--- config.mk ---
export PLATFORM = sky130hd
export DESIGN_NAME = pmi_bank_front
export DESIGN_NICKNAME = d
export VERILOG_FILES = /design/src/rtl/pmi_pkg.sv /design/src/rtl/pmi_addr_map.sv /design/src/rtl/pmi_bank.sv /design/src/rtl/pmi_ret_mux.sv /design/src/rtl/pmi_bank_front.sv
export SDC_FILE = /design/constraint.sdc
export NUM_CORES = 1
export LEC_CHECK = 0
export BUFFER_PORTS_ARGS = -buffer_cell sky130_fd_sc_hd__buf_2
export CELL_PAD_IN_SITES_DETAIL_PLACEMENT = 0
export CELL_PAD_IN_SITES_GLOBAL_PLACEMENT = 1
export CORE_MARGIN = 5
export CORE_UTILIZATION = 35
export CTS_CLUSTER_SIZE = 20
export DETAILED_ROUTE_END_ITERATION = 6
export PLACE_DENSITY = 0.62
export SYNTH_ARGS = -nofsm -noshare
export SYNTH_HDL_FRONTEND = slang
export SYNTH_SLANG_ARGS = --single-unit
export TNS_END_PERCENT = 1
--- constraint.sdc ---
create_clock -name clk -period 7.1 [get_ports clk]
set_input_delay 1.775 -clock clk [delete_from_list [all_inputs] [get_ports clk]]
set_output_delay 1.775 -clock clk [all_outputs]
set_load 0.02 [all_outputs]
--- src/rtl/pmi_pkg.sv ---
package pmi_pkg;

    // Generic residue: shift one address bit in at a time, keep the running
    // value below the modulus. No divider, depth grows with the address width.
    function automatic int unsigned mod_by_bits(input logic [31:0] v,
                                                input int unsigned modulus);
        int unsigned acc;
        acc = 0;
        for (int i = 31; i >= 0; i--) begin
            acc = (acc << 1) | 32'(v[i]);
            if (acc >= modulus) acc = acc - modulus;
        end
        return acc;
    endfunction

    // Residue modulo 3: since 4 == 1 (mod 3), every 2-bit digit carries
    // weight one, so the digits are added and the small sum folded again.
    function automatic int unsigned mod3_by_digits(input logic [31:0] v);
        int unsigned s;
        s = 0;
        for (int i = 0; i < 16; i++) begin
            s = s + 32'(v[2*i +: 2]);
        end
        s = 32'(s[1:0]) + 32'(s[3:2]) + 32'(s[5:4]);
        if (s >= 6) s = s - 6;
        if (s >= 3) s = s - 3;
        return s;
    endfunction

    typedef enum logic {
        OP_READ  = 1'b0,
        OP_WRITE = 1'b1
    } pmi_op_e;

endpackage

--- src/rtl/pmi_addr_map.sv ---
module pmi_addr_map #(
    parameter int unsigned NUM_BANKS      = 3,
    parameter int unsigned ADDR_W         = 5,
    parameter int unsigned BANK_W         = 2,
    parameter int unsigned OFF_W          = 3
) (
    input  logic [ADDR_W-1:0] addr_i,
    output logic [BANK_W-1:0] bank_o,
    output logic [OFF_W-1:0]  off_o
);
    import pmi_pkg::*;

    logic [31:0] addr_wide;
    assign addr_wide = 32'(addr_i);

    // In-bank offset: power-of-two depth, so the low bits are the residue.
    assign off_o = addr_i[OFF_W-1:0];

    generate
        if (NUM_BANKS == 3) begin : g_mod3
            always_comb begin
                bank_o = BANK_W'(mod3_by_digits(addr_wide));
            end
        end else begin : g_generic
            always_comb begin
                bank_o = BANK_W'(mod_by_bits(addr_wide, NUM_BANKS));
            end
        end
    endgenerate

endmodule

--- src/rtl/pmi_bank.sv ---
module pmi_bank #(
    parameter int unsigned DATA_W   = 16,
    parameter int unsigned OFF_W    = 3,
    parameter int unsigned BUSY_CYC = 3,
    parameter int unsigned READ_LAT = 2,
    localparam int unsigned WORDS   = 1 << OFF_W,
    localparam int unsigned CNT_W   = $clog2(BUSY_CYC + 1)
) (
    input  logic              clk,
    input  logic              rst,
    input  logic              cmd_valid_i,
    input  logic              cmd_we_i,
    input  logic [OFF_W-1:0]  cmd_off_i,
    input  logic [DATA_W-1:0] cmd_wdata_i,
    output logic              busy_o,
    output logic              ret_valid_o,
    output logic [DATA_W-1:0] ret_data_o
);
    import pmi_pkg::*;

    typedef struct packed {
        logic              vld;
        logic [DATA_W-1:0] data;
    } rd_stage_t;

    logic [CNT_W-1:0]  hold_q;
    logic [DATA_W-1:0] mem_q [WORDS];
    rd_stage_t         pipe_q [READ_LAT];
    pmi_op_e           op;

    assign op     = pmi_op_e'(cmd_we_i);
    assign busy_o = (hold_q != '0);

    // Busy window: loaded on accept, counts down to zero.
    always_ff @(posedge clk) begin
        if (rst) begin
            hold_q <= '0;
        end else if (cmd_valid_i) begin
            hold_q <= CNT_W'(BUSY_CYC - 1);
        end else if (hold_q != '0) begin
            hold_q <= hold_q - 1'b1;
        end
    end

    // Storage array.
    always_ff @(posedge clk) begin
        if (rst) begin
            for (int w = 0; w < WORDS; w++) begin
                mem_q[w] <= '0;
            end
        end else if (cmd_valid_i && op == OP_WRITE) begin
            mem_q[cmd_off_i] <= cmd_wdata_i;
        end
    end

    // Fixed-latency read pipe.
    always_ff @(posedge clk) begin
        if (rst) begin
            for (int s = 0; s < READ_LAT; s++) begin
                pipe_q[s] <= '0;
            end
        end else begin
            pipe_q[0].vld  <= cmd_valid_i && (op == OP_READ);
            pipe_q[0].data <= mem_q[cmd_off_i];
            for (int s = 1; s < READ_LAT; s++) begin
                pipe_q[s] <= pipe_q[s-1];
            end
        end
    end

    assign ret_valid_o = pipe_q[READ_LAT-1].vld;
    assign ret_data_o  = pipe_q[READ_LAT-1].data;


    bank_idle_on_cmd_chk: assert property (@(posedge clk) disable iff (rst)
        cmd_valid_i |-> !busy_o);

    generate
        if (BUSY_CYC > 1) begin : g_busy_chk

            bank_busy_after_cmd_chk: assert property (@(posedge clk) disable iff (rst)
                cmd_valid_i |=> busy_o);
        end
    endgenerate


    write_no_return_chk: assert property (@(posedge clk) disable iff (rst)
        (cmd_valid_i && cmd_we_i) |=> !pipe_q[0].vld);

endmodule

--- src/rtl/pmi_ret_mux.sv ---
module pmi_ret_mux #(
    parameter int unsigned NUM_BANKS = 3,
    parameter int unsigned DATA_W    = 16,
    parameter int unsigned BANK_W    = 2
) (
    input  logic                          clk,
    input  logic                          rst,
    input  logic [NUM_BANKS-1:0]          valid_i,
    input  logic [NUM_BANKS*DATA_W-1:0]   data_i,
    output logic                          rd_valid_o,
    output logic [BANK_W-1:0]             rd_bank_o,
    output logic [DATA_W-1:0]             rd_data_o
);
    always_comb begin
        rd_valid_o = 1'b0;
        rd_bank_o  = '0;
        rd_data_o  = '0;
        for (int b = 0; b < NUM_BANKS; b++) begin
            if (valid_i[b]) begin
                rd_valid_o = 1'b1;
                rd_bank_o  = BANK_W'(b);
                rd_data_o  = data_i[b*DATA_W +: DATA_W];
            end
        end
    end


    single_return_chk: assert property (@(posedge clk) disable iff (rst)
        $onehot0(valid_i));

endmodule

--- src/rtl/pmi_bank_front.sv ---
module pmi_bank_front #(
    parameter int unsigned NUM_BANKS      = 3,
    parameter int unsigned WORDS_PER_BANK = 8,
    parameter int unsigned DATA_W         = 16,
    parameter int unsigned BUSY_CYC       = 3,
    parameter int unsigned READ_LAT       = 2,
    localparam int unsigned TOTAL_WORDS   = NUM_BANKS * WORDS_PER_BANK,
    localparam int unsigned ADDR_W        = $clog2(TOTAL_WORDS),
    localparam int unsigned BANK_W        = $clog2(NUM_BANKS),
    localparam int unsigned OFF_W         = $clog2(WORDS_PER_BANK)
) (
    input  logic                  clk,
    input  logic                  rst,
    input  logic                  req_valid,
    output logic                  req_ready,
    input  logic                  req_we,
    input  logic [ADDR_W-1:0]     req_addr,
    input  logic [DATA_W-1:0]     req_wdata,
    output logic [NUM_BANKS-1:0]  bank_cmd_valid,
    output logic                  bank_cmd_we,
    output logic [OFF_W-1:0]      bank_cmd_off,
    output logic [DATA_W-1:0]     bank_cmd_wdata,
    output logic                  rd_valid,
    output logic [BANK_W-1:0]     rd_bank,
    output logic [DATA_W-1:0]     rd_data
);
    logic [BANK_W-1:0]           sel_bank;
    logic [OFF_W-1:0]            sel_off;
    logic [NUM_BANKS-1:0]        bank_busy;
    logic [NUM_BANKS-1:0]        ret_valid;
    logic [NUM_BANKS*DATA_W-1:0] ret_data;
    logic                        sel_busy;
    logic                        fire;

    pmi_addr_map #(
        .NUM_BANKS (NUM_BANKS),
        .ADDR_W    (ADDR_W),
        .BANK_W    (BANK_W),
        .OFF_W     (OFF_W)
    ) u_map (
        .addr_i (req_addr),
        .bank_o (sel_bank),
        .off_o  (sel_off)
    );

    always_comb begin
        sel_busy = 1'b0;
        for (int b = 0; b < NUM_BANKS; b++) begin
            if (BANK_W'(b) == sel_bank) sel_busy = bank_busy[b];
        end
    end

    assign req_ready      = !sel_busy;
    assign fire           = req_valid && req_ready;
    assign bank_cmd_we    = req_we;
    assign bank_cmd_off   = sel_off;
    assign bank_cmd_wdata = req_wdata;

    generate
        for (genvar g = 0; g < NUM_BANKS; g++) begin : g_bank
            assign bank_cmd_valid[g] = fire && (sel_bank == BANK_W'(g));

            pmi_bank #(
                .DATA_W   (DATA_W),
                .OFF_W    (OFF_W),
                .BUSY_CYC (BUSY_CYC),
                .READ_LAT (READ_LAT)
            ) u_bank (
                .clk         (clk),
                .rst         (rst),
                .cmd_valid_i (bank_cmd_valid[g]),
                .cmd_we_i    (req_we),
                .cmd_off_i   (sel_off),
                .cmd_wdata_i (req_wdata),
                .busy_o      (bank_busy[g]),
                .ret_valid_o (ret_valid[g]),
                .ret_data_o  (ret_data[g*DATA_W +: DATA_W])
            );
        end
    endgenerate

    pmi_ret_mux #(
        .NUM_BANKS (NUM_BANKS),
        .DATA_W    (DATA_W),
        .BANK_W    (BANK_W)
    ) u_ret (
        .clk        (clk),
        .rst        (rst),
        .valid_i    (ret_valid),
        .data_i     (ret_data),
        .rd_valid_o (rd_valid),
        .rd_bank_o  (rd_bank),
        .rd_data_o  (rd_data)
    );


    cmd_onehot_chk: assert property (@(posedge clk) disable iff (rst)
        $onehot0(bank_cmd_valid));


    map_residue_chk: assert property (@(posedge clk) disable iff (rst)
        fire |-> ((32'(req_addr) % NUM_BANKS) == 32'(sel_bank)));


    addr_in_range_chk: assert property (@(posedge clk) disable iff (rst)
        fire |-> (32'(req_addr) < TOTAL_WORDS));


    stall_no_cmd_chk: assert property (@(posedge clk) disable iff (rst)
        (req_valid && !req_ready) |-> (bank_cmd_valid == '0));

endmodule

* Yosys cells after proc, flatten, opt, wreduce, memory -nomap -nowiden
Memory sizes are Yosys's and may differ from the RTL's.
Cells that the tools add are included.
** Storage, ports and cells
- Flip-flop bits (word level) :: 6
- Memory bits (writable) :: 486
- Input port bits :: 25
- Output and inout bits :: 43
- Word-level logic and storage cells :: 110
- Memories :: 6
** Memories
- g_bank[0].u_bank.mem_q :: depth 8, bits a word 16, rd ports 1, clocked after memory_dff 0, wr ports 8, line pmi_bank.sv:27 : logic [DATA_W-1:0] mem_q [WORDS];
- g_bank[1].u_bank.mem_q :: depth 8, bits a word 16, rd ports 1, clocked after memory_dff 0, wr ports 8, line pmi_bank.sv:27
- g_bank[2].u_bank.mem_q :: depth 8, bits a word 16, rd ports 1, clocked after memory_dff 0, wr ports 8, line pmi_bank.sv:27
- g_bank[0].u_bank.pipe_q :: depth 2, bits a word 17, rd ports 2, clocked after memory_dff 0, wr ports 2, line pmi_bank.sv:28 : rd_stage_t pipe_q [READ_LAT];
- g_bank[1].u_bank.pipe_q :: depth 2, bits a word 17, rd ports 2, clocked after memory_dff 0, wr ports 2, line pmi_bank.sv:28
- g_bank[2].u_bank.pipe_q :: depth 2, bits a word 17, rd ports 2, clocked after memory_dff 0, wr ports 2, line pmi_bank.sv:28
** Operators by class
- Add/sub/neg operators :: 9
- $lt $le $gt $ge :: 2
- Equal/unequal tests :: 4
- Muxes and demuxes :: 49
- Bitwise gates (word level) :: 10
- Reductions and logical operators :: 24
** Operators with widths (count)
- two-way mux 16 bit :: 9
- two-way mux 17 bit :: 3
- OR reduction 16 bit :: 3
- adder 32 x 2 -> 32 bit :: 1
- greater-or-equal comparator 32 x 2 -> 1 bit (second input constant) :: 1
- greater-or-equal comparator 32 x 3 -> 1 bit (second input constant) :: 1
- two-way mux 32 bit :: 1
- subtractor 32 x 3 -> 32 bit (second input constant) :: 1
- two-way mux 1 bit :: 25
- two-way mux 2 bit :: 8
- nonzero test 2 bit :: 6
- logical AND 1 bit :: 10
- two-way mux 3 bit :: 3
- OR 1 bit :: 9
- adder 2 x 2 -> 3 bit :: 2
- adder 6 x 1 -> 6 bit :: 1
- OR reduction 2 bit :: 3
- subtractor 2 x 1 -> 2 bit (second input constant) :: 3
- equality test 1 x 2 -> 1 bit (first input constant) :: 1
- equality test 2 x 1 -> 1 bit (second input constant) :: 1
- equality test 2 bit (first input constant) :: 1
- equality test 2 bit (second input constant) :: 1
- logical NOT 2 bit :: 1
- subtractor 2 bit (second input constant) :: 1
- other kinds (2) :: 2

* Logic depth before layout (Yosys ltp)
Gate-level depths: netlist of the first run.
- Depth after elaboration :: 21
- Depth in mapped cells :: 15
- Gate-level depth less buffers :: 12

* Hierarchy
Synthesis of the first run repeated with hierarchy kept, for this count alone.
** Unflattened totals
- Cells, all modules :: 1602
- Area, all modules :: 21765.9 sq um
** Modules (own cells, without submodules)
- pmi_bank at g_bank[1].u_bank ... :: times used 2, cells each 495, area an instance 6957.9 sq um, seq. area each 4564.4 sq um
- pmi_bank at g_bank[0].u_bank :: times used 1, cells each 495, area an instance 7036.7 sq um, seq. area each 4564.4 sq um
- pmi_ret_mux :: times used 1, cells each 75, area an instance 447.9 sq um, seq. area each 0.0 sq um
- pmi_bank_front :: times used 1, cells each 23, area an instance 183.9 sq um, seq. area each 0.0 sq um
- pmi_addr_map :: times used 1, cells each 19, area an instance 181.4 sq um, seq. area each 0.0 sq um

* Worst setup path after synthesis of the first run
OpenSTA, ideal clock, no wires.
- Path type :: input to output
- Start point :: input req_addr[0]
- End point :: output bank_cmd_valid[2]
- Data arrival time :: 5118 ps
- Data required time :: 5325 ps
- Slack :: 207 ps
- Stages :: 14
- Buffers on the path :: 2
- Cell sequence :: ha_1 fa_1 ha_1 xor2_1 ha_1 fa_1 nor2b_1 ha_1 inv_1 a211oi_2 o21ai_0 clkbuf_1 nor3_1 buf_4
** On the way
- Cells in the longest elaborated chain, start to end :: 15
- Elaborated cells on any way between the ends :: 20
- Those cells by class :: 6 x add/sub; 2 x order compare; 3 x eq/ne; 5 x mux; 4 x reduce/logical
** Ends and longest elaborated chain
- from (decl) :: line pmi_bank_front.sv:17 : input logic [ADDR_W-1:0] req_addr,
- adder 2 x 2 -> 3 bit * :: line pmi_pkg.sv:22 : s = s + 32'(v[2*i +: 2]);
- adder 6 x 1 -> 6 bit * :: line pmi_pkg.sv:22
- adder 2 x 2 -> 3 bit :: line pmi_pkg.sv:24 : s = 32'(s[1:0]) + 32'(s[3:2]) + 32'(s[5:4]);
- adder 32 x 2 -> 32 bit * :: line pmi_pkg.sv:24
- subtractor 32 x 3 -> 32 bit or greater-or-equal comparator 32 x 3 -> 1 bit (tied branches) :: line pmi_pkg.sv:25 : if (s >= 6) s = s - 6;
- two-way mux 32 bit * :: line pmi_pkg.sv:25
- greater-or-equal comparator 32 x 2 -> 1 bit or subtractor 2 bit (tied branches) :: line pmi_pkg.sv:26 : if (s >= 3) s = s - 3;
- two-way mux 2 bit * :: line pmi_pkg.sv:26
- logical NOT 2 bit :: line pmi_bank_front.sv:49 : if (BANK_W'(b) == sel_bank) sel_busy = bank_busy[b];
- two-way mux 1 bit (3 in a row) :: line pmi_bank_front.sv:49
- logical NOT 1 bit :: line pmi_bank_front.sv:53 : assign req_ready = !sel_busy;
- logical AND 1 bit :: line pmi_bank_front.sv:54 : assign fire = req_valid && req_ready;
- logical AND 1 bit * :: line pmi_bank_front.sv:61 : assign bank_cmd_valid[g] = fire && (sel_bank == BANK_W'(g));
- to (decl) :: line pmi_bank_front.sv:19 : output logic [NUM_BANKS-1:0] bank_cmd_valid,
Mark *: on every way between the ends. The rest lies on a longest branch, timed or not.

* Final worst setup path of the first run
Ends and elaborated chain as after synthesis.

==> results of run 1 <==
[worst paths after layout]
| check | from | to | slack, ps | cells past startpoint |
|---|---|---|---|---|
| setup / recovery | req_addr[0] | bank_cmd_valid[2] | 230 | 14 |
| hold / removal | g_bank[0].u_bank.pipe_q[0][10]$_SDFF_PP0_ | g_bank[0].u_bank.pipe_q[0][27]$_SDFF_PP0_ | 430 | 1 |
| setup reg to reg | g_bank[0].u_bank.hold_q[1]$_SDFFE_PP0P_ | g_bank[0].u_bank.mem_q[4][4]$_SDFFCE_PN0P_ | 4520 | 4 |
| hold reg to reg | g_bank[0].u_bank.pipe_q[0][10]$_SDFF_PP0_ | g_bank[0].u_bank.pipe_q[0][27]$_SDFF_PP0_ | 430 | 1 |
[metrics by stage]
step | setup WS [ps] | std cells | instance area, sq um | total power, W
2_1_floorplan | 207 | 1603 | 20000 | 0.00374
3_3_place_gp | 242 | 2363 | 21400 | 0.00403
3_5_place_dp | 140 | 2363 | 21400 | 0.00405
4_1_cts | 128 | 2462 | 23100 | 0.00675
5_1_grt | 75.6 | 2462 | 23100 | 0.00693
6_report | 235 | 2463 | 23100 | 0.00671
[final cells by class]
class,instances,area share (%)
Timing Repair Buffer,156,4.44
Antenna cell,1,0.0108
Inverter,8,0.130
Clock inverter,16,0.427
Sequential cell,492,59.2
Multi-Input combinational cell,951,24.7
Tap cell,756,4.09
Clock buffer,83,7.02
[flip-flops by register name (all words and copies together), names as in the netlist]
register / flops
g_bank.u_bank.mem_q: 384
g_bank.u_bank.hold_q: 6
g_bank.u_bank.pipe_q: 102
[power breakdown]
| part | internal (W) | total, W | switching, W |
|---|---|---|---|
| clock | 0.00157 | 0.00271 | 0.00114 |
| combinational | 0.000206 | 0.000718 | 0.000512 |
| sequential | 0.00323 | 0.00328 | 0.0000428 |
[cell usage in the layout (no fill, tap or decap), types with 8 or more instances in the layout]
master,instances
a221o_1,8
edfxtp_1,384
nand2_1,55
o22a_1,14
mux2_2,12
clkbuf_1,14
a221oi_1,13
o21bai_1,9
nor2b_1,58
a22oi_1,75
clkbuf_16,56
a21oi_1,36
o21ai_0,31
a22o_1,19
clkbuf_8,12
mux4_2,16
clkinv_2,12
mux2i_1,42
dfxtp_1,108
buf_2,63
a31oi_1,10
nor2_1,421
buf_4,92
o211ai_1,28
o21bai_2,15
[layer usage]
metal	part of all wire, %	GRT usage (%)	vias up
met3	8.5	4.25	91
met1	44	28.8	6680
li1	-	-	5911
met5	0	0	-
met2	45	30.5	565
met4	2.7	5.99	0
[cells by family after synthesis]
kind of cell    count (synthesis)
compound gates                300
xor+xnor                        2
fa+ha+maj                       7
buf+inv                       160
flops                         492
mux                            70
simple gates                  572
==> metrics.cfg, run 1 <==
[status]
status=finished, final reports clean

[setup_path]
cp-end-kind=output pin
critPathTopFamily=adder cells
worstPathRequired_ps=5330
cp_max_fo=5
worst_ep_arrival_time_ps=5090
max_stage_delay_ps=530
slowest_stage=fa_1
crit_buf_inv=3
startpoint_type=primary input
crit_type=primary input to output pin
path_cells=buf_4 -> ha_1 -> fa_1 -> ha_1 -> xor2_1 -> ha_1 -> fa_1 -> nor2b_1 -> ha_2 -> inv_1 -> a211oi_2 -> o21ai_0 -> nor3_1 -> buf_2
cpMostUsedCell=ha_1

[cts]
cts_buffers=53
cts_buffer_depth=3
hold_buffers=0
cts_resized=0
clkLatencyLatePin_ps=600
clkTransAtPathRegs_ps=60
cts_tree=done
cts_max_level=2
cts_sinks=492
post-cts-setup-buffers=0
ctsRootBufferMaster=clkbuf_16

[synthesis]
synth_edf_count=384
synthXorXnorAreaFrac_pct=0.0874
avgSynthCellArea_sq_um=12.5
synthMuxAreaShare_pct=4.57
synth_top_family_by_area=simple AND/OR/NAND/NOR gates
synth-seq-area-share_pct=68.3
synth_simple_gate_area_share_pct=11.9
ys_ff_latch=492
synth-adder-area-share_pct=0.512
yosys.area.top_type=edfxtp_1
yosys.area.top_type_share_pct=57.5
ys_types=48
dominantRegCellSynth=edfxtp_1
synth_common_cells=nor2_1 (422), edfxtp_1 (384), dfxtp_1 (108)
synth_most_common_cell=nor2_1
synth_compound_area_share_pct=11.0
mappedNetlistNets=1635
synthCells=1603
async_flop_share_pct=0
yosysWarningCount=0
synth_area_sq_um=20000
yosys-top-cells-area=edfxtp_1 (58%), dfxtp_1 (11%), nor2_1 (7.9%), a22oi_1 (2.8%), mux2i_1 (2.1%)

[placed_design]
io_buffers=67
place.gp.congestion=0.807
hpwlAfterDp_mm=38.8

[floorplanning]
placementRows=87
initial_utilization_pct=35.4
die_area_sq_um=62200
die_y_um=249
die_w_um=249
boundaryPins=68
core_area_sq_um=56600

[route]
route.detailed.drc=0
routedWlPerCell_um=25.8
post_drt_via_cell_ratio=5.38
route.vias.total=13200
first_pass_iters=5
drt_wl_total_mm=63.6
drt_iter0_drc=1325
ant_nets=0

[sta]
setup_viol=0
hold_viol_final=0
clock_skew_ps=18.9
rsz0062_at_grt=no
fmax_mhz=146
fin_setup_tns_ps=0
period_needed_ps=6870
worst_pin_slew_ps=1350
slew_headroom_pct=9.86
slew_violations=0
timing.final.crit_share_pct=96.7
whs_ps=434

[worst_hold_path]
worstHoldPathType=register to register

[layout]
fin_util_pct=40.9
register_area_sq_um=13700
nFillCells=5403
nets=1694
area_growth_syn_to_layout_pct=15.3
multiInputGateArea_sq_um=5700
drive_gt1_share_pct=17.7

[global_routing]
grt_max_degree=103
first_global_vias=13300
antenna_found_initial=2
grt_overflow_total=0
grt_use_total_pct=20.0
grt_pass1_wl_mm=92.3

[power_and_ir_drop]
p_leak_nw=8.04
worst_ir_drop_vdd_uv=158
p_per_area_nw_per_um2=290

[run]
maxCapViolations=0

No activity file was read; power rests on OpenSTA's default activity.
==> inputs of run 2 (changes only) <==
CTS_CLUSTER_SIZE = unset   (was 20)
PLACE_DENSITY = 0.57   (was 0.62)
==> metrics.cfg, run 2 (same netlist as run 1, synthesis figures left out) <==
[worst_hold_path]
worstHoldPathType=register to register
holdPathEnd=g_bank[0].u_bank.pipe_q[0][17]$_SDFF_PP0_
hold_depth=1
min_from=g_bank[0].u_bank.pipe_q[0][0]$_SDFF_PP0_

[setup_path]
startpoint_type=primary input
worstPathRequired_ps=5330
cp_max_fo=5
r2r-start=g_bank[1].u_bank.hold_q[1]$_SDFFE_PP0P_
rr_worst_depth=3
cp-end-kind=output pin
worst_ep_arrival_time_ps=5100
reg2reg_slack_ps=4180
r2r-end=g_bank[1].u_bank.mem_q[3][14]$_SDFFCE_PN0P_
crit_type=primary input to output pin

[cts]
cts_buffers=53
clkLatencyLatePin_ps=620
post-cts-setup-buffers=0
clkTransAtPathRegs_ps=60
cts_tree=done
ctsRootBufferMaster=clkbuf_16
hold_buffers=0
cts_resized=0
cts_sinks=492
cts_max_level=2
cts_buffer_depth=3

[floorplanning]
core_area_sq_um=56600
die_area_sq_um=62200
initial_utilization_pct=35.4
die_y_um=249
die_w_um=249
boundaryPins=68
placementRows=87

[global_routing]
grt_pass1_wl_mm=94.6
antenna_found_initial=3
grt_max_degree=97
first_global_vias=13000
grt_overflow_total=0
grt_use_total_pct=20.6

[power_and_ir_drop]
switching_share_pct=25.8
comb_power_share_pct=10.7
power_frac_clock_pct=39.9
sequentialPowerShare_pct=49.4
power.internal_w=0.00493
p_switching_w=0.00171
p_leak_nw=8.01
p_per_area_nw_per_um2=288
worst_ir_drop_vdd_uv=174

[layout]
mostFrequentLayoutCells=nor2_1 (422), edfxtp_1 (384), dfxtp_1 (108), buf_4 (92), a22oi_1 (75)
area_growth_syn_to_layout_pct=14.9
multiInputGateArea_sq_um=5710
nets=1693
top_regs=g_bank.u_bank.mem_q: 384 flops, g_bank.u_bank.pipe_q: 102 flops, g_bank.u_bank.hold_q: 6 flops
drive_gt1_share_pct=17.4
regMostFlops=g_bank.u_bank.mem_q
register_area_sq_um=13700
antenna_cells=0
finalInstanceArea_sq_um=23000
largest_reg_flops=384
nFillCells=5398
layout_commonest_cell=nor2_1

[sta]
clock_skew_ps=18.1
slew_headroom_pct=22.3
fin_setup_tns_ps=0
timing.final.crit_share_pct=96.8
period_needed_ps=6880
fmax_mhz=145
setup_viol=0
worst_pin_slew_ps=1160
rsz0062_at_grt=no
slew_violations=0
hold_viol_final=0

[status]
status=finished, final reports clean

[route]
wl_met3_mm=4.04
first_pass_iters=5
routedLengthMet1_mm=29.8
route.detailed.drc=0
routedWlPerCell_um=26.7
top_layer=met4
ant_nets=0
post_drt_via_cell_ratio=5.34
drt_wl_total_mm=65.6
dr_wl_met2_mm=30.3
drt_iter0_drc=1191
route.vias.total=13100

[placed_design]
io_buffers=67
place.gp.congestion=0.796
hpwlAfterDp_mm=40.4
placed_area_sq_um=21400

[run]
maxCapViolations=0

run 2: cell types whose count changed in the layout (fill, tap and decap cells not counted), moves of 2 or more:
| cell | before | now |
|---|---|---|
| clkbuf_1 | 14 | 9 |
| clkbuf_16 | 56 | 54 |
| inv_6 | 0 | 2 |
| clkinv_2 | 12 | 10 |
| o21bai_1 | 9 | 6 |
| clkinv_1 | 2 | 10 |
| o21bai_2 | 15 | 18 |
| clkbuf_8 | 12 | 9 |
run 2: power groups by stage:
| stage | clock (W) | sequential, W | combinational, W |
|---|---|---|---|
| after floorplan | 0 | 0.00332 | 0.000421 |
| after global placement | 0 | 0.00334 | 0.000700 |
| after detailed placement | 0 | 0.00334 | 0.000710 |
| after CTS | 0.00270 | 0.00328 | 0.000712 |
| after global routing | 0.00282 | 0.00329 | 0.000758 |
| final | 0.00265 | 0.00328 | 0.000710 |
run 2: how the worst max path moves through the flow:
stage | start | to | slack, ps | depth (start not counted)
floorplan | req_addr[0] | bank_cmd_valid[2] | 210 | 14
global placement | req_addr[0] | bank_cmd_valid[2] | 320 | 14
detailed placement | req_addr[0] | bank_cmd_valid[2] | 210 | 14
CTS | req_addr[0] | bank_cmd_valid[2] | 210 | 14
global route | req_addr[0] | bank_cmd_valid[2] | 10 | 14
finish | req_addr[0] | bank_cmd_valid[2] | 220 | 14
run 2: stage by stage:
step | hold WS (ps) | instances | worst slack [ps] | util [%] | total power, W
after floorplan | 414 | 1603 | 207 | - | 0.00374
after global placement | 421 | 2362 | 320 | 37.8 | 0.00404
after detailed placement | 425 | 2362 | 209 | 37.8 | 0.00405
after CTS | 438 | 2460 | 211 | 40.7 | 0.00669
after global routing | 459 | 2460 | 13.7 | 40.7 | 0.00687
final | 436 | 2460 | 224 | 40.7 | 0.00664
run 2: routing by layer:
metal / track usage [%] / up-vias
met2: 32.7 / 449
li1: - / 5884
met4: 4.83 / 0
met1: 30.3 / 6717
met5: 0 / -
met3: 2.70 / 90
run 2: cell type report:
type                       instances  share of cell area (%)
sequential                       492                    59.4
multi-input combinational        951                    24.8
clock buffer                      75                    6.63
timing repair buffer             155                    4.37
tap                              756                    4.11
clock inverter                    23                   0.554
inverter                           8                   0.130
run 2: critical path, stage by stage:
cell      delay (ps)
buf_4            110
ha_1             200
fa_1             460
ha_1             230
xor2_1           160
ha_1             190
fa_1             530
nor2b_1          190
ha_1             270
inv_1            150
a211oi_2         240
o21ai_0          150
nor3_1           220
buf_2            210
